## src/rtl/gpio_chg_pkg.sv

```systemverilog
package gpio_chg_pkg;
  localparam int ADDR_W = 2;
  localparam logic [ADDR_W-1:0] REG_DATA = 2'd0;
  localparam logic [ADDR_W-1:0] REG_DIR  = 2'd1;
endpackage

```

## src/rtl/gpio_sync.sv

```systemverilog
module gpio_sync #(
  parameter int W      = 8,
  parameter int STAGES = 2
) (
  input  logic         clk,
  input  logic         rst_n,
  input  logic [W-1:0] d,
  output logic [W-1:0] q
);
  logic [W-1:0] stg [STAGES];

  for (genvar g = 0; g < STAGES; g++) begin : g_stage
    if (g == 0) begin : g_first
      always_ff @(posedge clk or negedge rst_n) begin
        if (!rst_n) stg[0] <= '0;
        else        stg[0] <= d;
      end
    end else begin : g_next
      always_ff @(posedge clk or negedge rst_n) begin
        if (!rst_n) stg[g] <= '0;
        else        stg[g] <= stg[g-1];
      end
    end
  end

  assign q = stg[STAGES-1];
endmodule

```

## src/rtl/gpio_regs.sv

```systemverilog
module gpio_regs
  import gpio_chg_pkg::*;
#(
  parameter int WIDTH  = 8,
  parameter int CHG_LO = 4,
  localparam int HI_W  = WIDTH - CHG_LO
) (
  input  logic              clk,
  input  logic              rst_n,
  input  logic [ADDR_W-1:0] addr,
  input  logic              wr,
  input  logic              rd,
  input  logic [WIDTH-1:0]  wdata,
  input  logic [WIDTH-1:0]  pins,
  output logic [WIDTH-1:0]  latch_q,
  output logic [WIDTH-1:0]  dir_q,
  output logic [WIDTH-1:0]  rdata_q,
  output logic [HI_W-1:0]   ref_q
);
  logic             lat_en, dir_en, rd_en, ref_en;
  logic [WIDTH-1:0] rdata_d;

  always_comb begin
    lat_en  = wr && (addr == REG_DATA);
    dir_en  = wr && (addr == REG_DIR);
    rd_en   = rd;
    ref_en  = rd && (addr == REG_DATA);
    rdata_d = '0;
    if (addr == REG_DATA)     rdata_d = pins;
    else if (addr == REG_DIR) rdata_d = dir_q;
  end

  // output latch carries no reset: its value is undefined until written
  always_ff @(posedge clk) begin
    if (lat_en) latch_q <= wdata;
  end

  always_ff @(posedge clk or negedge rst_n) begin
    if (!rst_n) begin
      dir_q   <= '1;
      rdata_q <= '0;
      ref_q   <= '0;
    end else begin
      if (dir_en) dir_q   <= wdata;
      if (rd_en)  rdata_q <= rdata_d;
      if (ref_en) ref_q   <= pins[WIDTH-1:CHG_LO];
    end
  end
endmodule

```

## src/rtl/gpio_chg_det.sv

```systemverilog
module gpio_chg_det #(
  parameter int HI_W = 4
) (
  input  logic            clk,
  input  logic            rst_n,
  input  logic [HI_W-1:0] pins_hi,
  input  logic [HI_W-1:0] ref_hi,
  input  logic [HI_W-1:0] in_mode,
  input  logic            clr,
  output logic            flag_q
);
  logic            mismatch;
  logic            flag_d;
  logic [HI_W-1:0] diff;

  always_comb begin
    diff     = (pins_hi ^ ref_hi) & in_mode;
    mismatch = |diff;
    flag_d   = mismatch | (flag_q & ~clr);
  end

  always_ff @(posedge clk or negedge rst_n) begin
    if (!rst_n) flag_q <= 1'b0;
    else        flag_q <= flag_d;
  end
endmodule

```

## src/rtl/gpio_chg_port.sv

```systemverilog
module gpio_chg_port
  import gpio_chg_pkg::*;
#(
  parameter int WIDTH       = 8,
  parameter int CHG_LO      = 4,
  parameter int SYNC_STAGES = 2,
  localparam int HI_W       = WIDTH - CHG_LO
) (
  input  logic              clk,
  input  logic              rst_n,
  input  logic [ADDR_W-1:0] bus_addr,
  input  logic              bus_wr,
  input  logic              bus_rd,
  input  logic [WIDTH-1:0]  bus_wdata,
  output logic [WIDTH-1:0]  bus_rdata,
  input  logic [WIDTH-1:0]  pad_in,
  output logic [WIDTH-1:0]  pad_out,
  output logic [WIDTH-1:0]  pad_oe,
  input  logic              chg_clr,
  output logic              chg_flag
);
  logic [WIDTH-1:0] pins_s;
  logic [WIDTH-1:0] dir;
  logic [HI_W-1:0]  ref_hi;

  gpio_sync #(.W(WIDTH), .STAGES(SYNC_STAGES)) u_sync (
    .clk(clk), .rst_n(rst_n), .d(pad_in), .q(pins_s)
  );

  gpio_regs #(.WIDTH(WIDTH), .CHG_LO(CHG_LO)) u_regs (
    .clk(clk), .rst_n(rst_n), .addr(bus_addr), .wr(bus_wr), .rd(bus_rd),
    .wdata(bus_wdata), .pins(pins_s), .latch_q(pad_out), .dir_q(dir),
    .rdata_q(bus_rdata), .ref_q(ref_hi)
  );

  gpio_chg_det #(.HI_W(HI_W)) u_det (
    .clk(clk), .rst_n(rst_n), .pins_hi(pins_s[WIDTH-1:CHG_LO]),
    .ref_hi(ref_hi), .in_mode(dir[WIDTH-1:CHG_LO]), .clr(chg_clr),
    .flag_q(chg_flag)
  );

  assign pad_oe = ~dir;
endmodule

```

## config.mk

```make
export PLATFORM = sky130hd
export DESIGN_NAME = gpio_chg_port
export DESIGN_NICKNAME = d
export VERILOG_FILES = /design/src/rtl/gpio_chg_pkg.sv /design/src/rtl/gpio_sync.sv /design/src/rtl/gpio_regs.sv /design/src/rtl/gpio_chg_det.sv /design/src/rtl/gpio_chg_port.sv
export SDC_FILE = /design/constraint.sdc
export NUM_CORES = 1
export LEC_CHECK = 0
export ABC_AREA = 1
export CORE_AREA = 2 2 63 65
export CTS_CLUSTER_SIZE = 24
export DETAILED_ROUTE_END_ITERATION = 8
export DIE_AREA = 0 0 65 67
export PLACE_DENSITY = 0.77
export SETUP_SLACK_MARGIN = 0.05
export SLEW_MARGIN = 20
export SYNTH_ARGS = -nofsm -noshare
export SYNTH_HDL_FRONTEND = slang
export SYNTH_SLANG_ARGS = --single-unit
```

## constraint.sdc

```tcl
create_clock -name clk -period 1.3 [get_ports clk]
set_input_delay 0.325 -clock clk [delete_from_list [all_inputs] [get_ports clk]]
set_output_delay 0.325 -clock clk [all_outputs]
set_load 0.01 [all_outputs]
```

==> flow_metrics.env <==
export IMPL_setup_violations=8
export IMPL_start_util_pct=44.59
export IMPL_peakVddDrop_mv=0.5707
export IMPL_vias_per_cell=4.445
export IMPL_drc_errors=0
export IMPL_path_clk_slew_ns=0.07
export IMPL_syn_inst=141
export IMPL_yosys_area_top_type="dfrtp_1"
export IMPL_synth_top_family_by_area="simple AND/OR/NAND/NOR gates"
export IMPL_power_density_nw_per_um2=1318
export IMPL_cts_buffers=5
export IMPL_fp_row_count=22
export IMPL_critPathCaptureType="output port"
export IMPL_synth_commonest_cells="40 x nand2_1, 29 x dfrtp_1, 16 x nor2_1"
export IMPL_cts_sinks=45
export IMPL_tightest_slew_ns=0.2420
export IMPL_whs_ns=0.3498
export IMPL_syn_avg_cell_area_um2=11.40
export IMPL_via_count=1209
export IMPL_yosysSeqAreaShare_pct=73.15
export IMPL_status="finished, violations left"
export IMPL_n_fill_cell=270
export IMPL_grt_start_max_net_pins=38
export IMPL_synth_area_top_cells="dfrtp_1 45%, edfxtp_1 15%, dfstp_2 13%"
export IMPL_dp_worst_setup_slack_ns=-0.2219
export IMPL_area_delta_synth_final_pct=48.40
export IMPL_grtUsageTotal_pct=17.82
export IMPL_ys_types=15
export IMPL_drive_above_1_share_pct=37.50
export IMPL_tns_ns=-0.07331
export IMPL_gp_congestion=0.7757
export IMPL_nets=246
export IMPL_worst_endpoint_arrival_ns=0.99
export IMPL_hp_class="reg2reg"
export IMPL_min_period_over_period_pct=101.4
export IMPL_cts_hold_buf=0
export IMPL_fin_skew_ns=0.006046
export IMPL_root_buffer="clkbuf_8"
export IMPL_fmax_mhz=758.6
export IMPL_rsz0062_at_grt="true"
export IMPL_num_antenna_cells=0
export IMPL_violations="setup timing"
export IMPL_synth_compound_area_share_pct=3.113
export IMPL_fin_ws_ns=-0.01827
export IMPL_cts_path_max_buffers=2
export IMPL_numPortBuffers=47
export IMPL_die_area_um2=4355
export IMPL_die_h_um=67
export IMPL_die_x_um=65
export IMPL_start_kind="flip-flop"
export IMPL_yosys_mux_area_fraction_pct=0
export IMPL_critPathKind="reg2out"
export IMPL_synth_top_area_share_pct=45.14
export IMPL_syn_area_um2=1608
export IMPL_yosysWarnings=0
export IMPL_async_flop_share_pct=82.22
export IMPL_leakage_nw=1.163
export IMPL_synth_most_common_cell="nand2_1"
export IMPL_synthAdderAreaFrac_pct=0
export IMPL_globalRouteOverflowTotal=0
export IMPL_finalCriticalPeriod_ns=1.318
export IMPL_finalMaxSlewViolations=0
export IMPL_synth_nets=164
export IMPL_synth_ff_type="dfrtp_1"
export IMPL_htreeDepth=2
export IMPL_io_pins=48
export IMPL_coreArea_um2=3606
export IMPL_max_cap_viol_count=0
export IMPL_place_hpwl_mm=2.426
export IMPL_hold_viol_final=0
export IMPL_cts_tree="done"
export IMPL_wirelength_mm=3.346
export IMPL_ant_nets=0
export IMPL_drt_iter0_markers=54
export IMPL_synth_xor_area_share_pct=0
export IMPL_antenna_found_initial=0
export IMPL_grt_pass1_vias=1254
export IMPL_slew_headroom_pct=83.83
export IMPL_path_max_fanout=2
export IMPL_clock_latency_ns=0.29
export IMPL_worstPathRequired_ns=0.98
export IMPL_wl_per_cell_um=12.30
export IMPL_stdcell_area_um2=2386
export IMPL_dpl_instance_area_um2=2263
export IMPL_synth_seq_cells=45
export IMPL_grt_pass1_wl_mm=5.609
export IMPL_first_pass_iters=4
export IMPL_synth_edf_count=8
export IMPL_synth_simple_area_share_pct=19.07
## worst max-delay path, stage by stage (launching register included)
cell,delay [ns]
dfstp_2,0.54
inv_2,0.05
buf_6,0.11
## metrics by stage
stage               util, %  total power, mW  std cells
global route          66.17            3.301        272
finish                66.17            3.146        272
floorplan                 -            1.875        141
global placement      62.77            2.257        252
CTS                   66.93            3.178        268
detailed placement    62.77            2.280        252
## metal layers
| layer | up-vias | global-route usage (%) | wire (um) |
|---|---|---|---|
| li1 | 601 | - | - |
| met1 | 554 | 21.59 | 1469 |
| met2 | 46 | 29.38 | 1593 |
| met3 | 8 | 4.392 | 220 |
| met4 | 0 | 9.574 | 62 |
| met5 | - | 0 | 0 |
## what timing repair did
action,in CTS,in global routing
pin swaps,0,1
endpoints found under the setup margin,25,36
buffers inserted,8,4
gates resized for setup,91,14
## cell families after synthesis
group                  Yosys count
DFF                             45
and+or+nand+nor                 69
buffers and inverters           17
AOI/OAI and AO/OA               10
## layout make-up
cell class / count / area [um2] / share of cell area (%)
flip-flops and latches: 45 / 1176 / 49.29
repair buffers: 76 / 639.4 / 26.80
multi-input cells: 79 / 359.1 / 15.05
clock buffers: 6 / 82.58 / 3.461
inverters: 16 / 60.06 / 2.517
well taps: 48 / 60.06 / 2.517
clock inverters: 2 / 8.758 / 0.3671
## report_power, final
| part | switching, mW | internal (mW) |
|---|---|---|
| clock | 0.415 | 0.420 |
| combinational | 0.281 | 0.363 |
| sequential | 0.0723 | 1.59 |
| total | 0.768 | 2.38 |
## registers in the layout, summed over array words and instances, names as in the netlist
signal	flops
u_regs.rdata_q	8
u_regs.ref_q	4
u_sync.stg	8
u_regs.latch_q	8
u_regs.dir_q	8
u_sync.q	8
u_det.flag_q	1
## path summary, 6_finish.rpt
path                                             start                       endpoint  slack, ns  depth (start not counted)
max                        u_regs.dir_q[7]$_DFFE_PN1P_                      pad_oe[7]      -0.02                          2
max reg2reg                u_regs.dir_q[5]$_DFFE_PN1P_         u_det.flag_q$_DFF_PN0_       0.26                          6
min                           u_sync.stg[10]$_DFF_PN0_          u_sync.q[2]$_DFF_PN0_       0.35                          0
max in group asynchronous                        rst_n    u_regs.dir_q[1]$_DFFE_PN1P_       0.66                          2
min reg2reg                   u_sync.stg[10]$_DFF_PN0_          u_sync.q[2]$_DFF_PN0_       0.35                          0
min in group asynchronous                        rst_n  u_regs.rdata_q[5]$_DFFE_PN0P_       0.40                          2
## cell usage in the layout, fill, tap and decap left out, types with 2 or more instances in the layout
cell type,synthesis,final
clkdlybuf4s50_1,0,22
clkdlybuf4s15_1,0,2
buf_6,0,9
clkbuf_2,0,9
buf_2,0,6
inv_1,12,4
nand3_1,9,9
nand2_1,40,40
inv_2,4,12
dfrtp_1,29,29
clkbuf_8,0,6
a21oi_1,9,9
nor2_1,16,15
dfstp_2,8,8
edfxtp_1,8,8
buf_4,0,27
No activity file was read; power rests on OpenSTA's default activity.
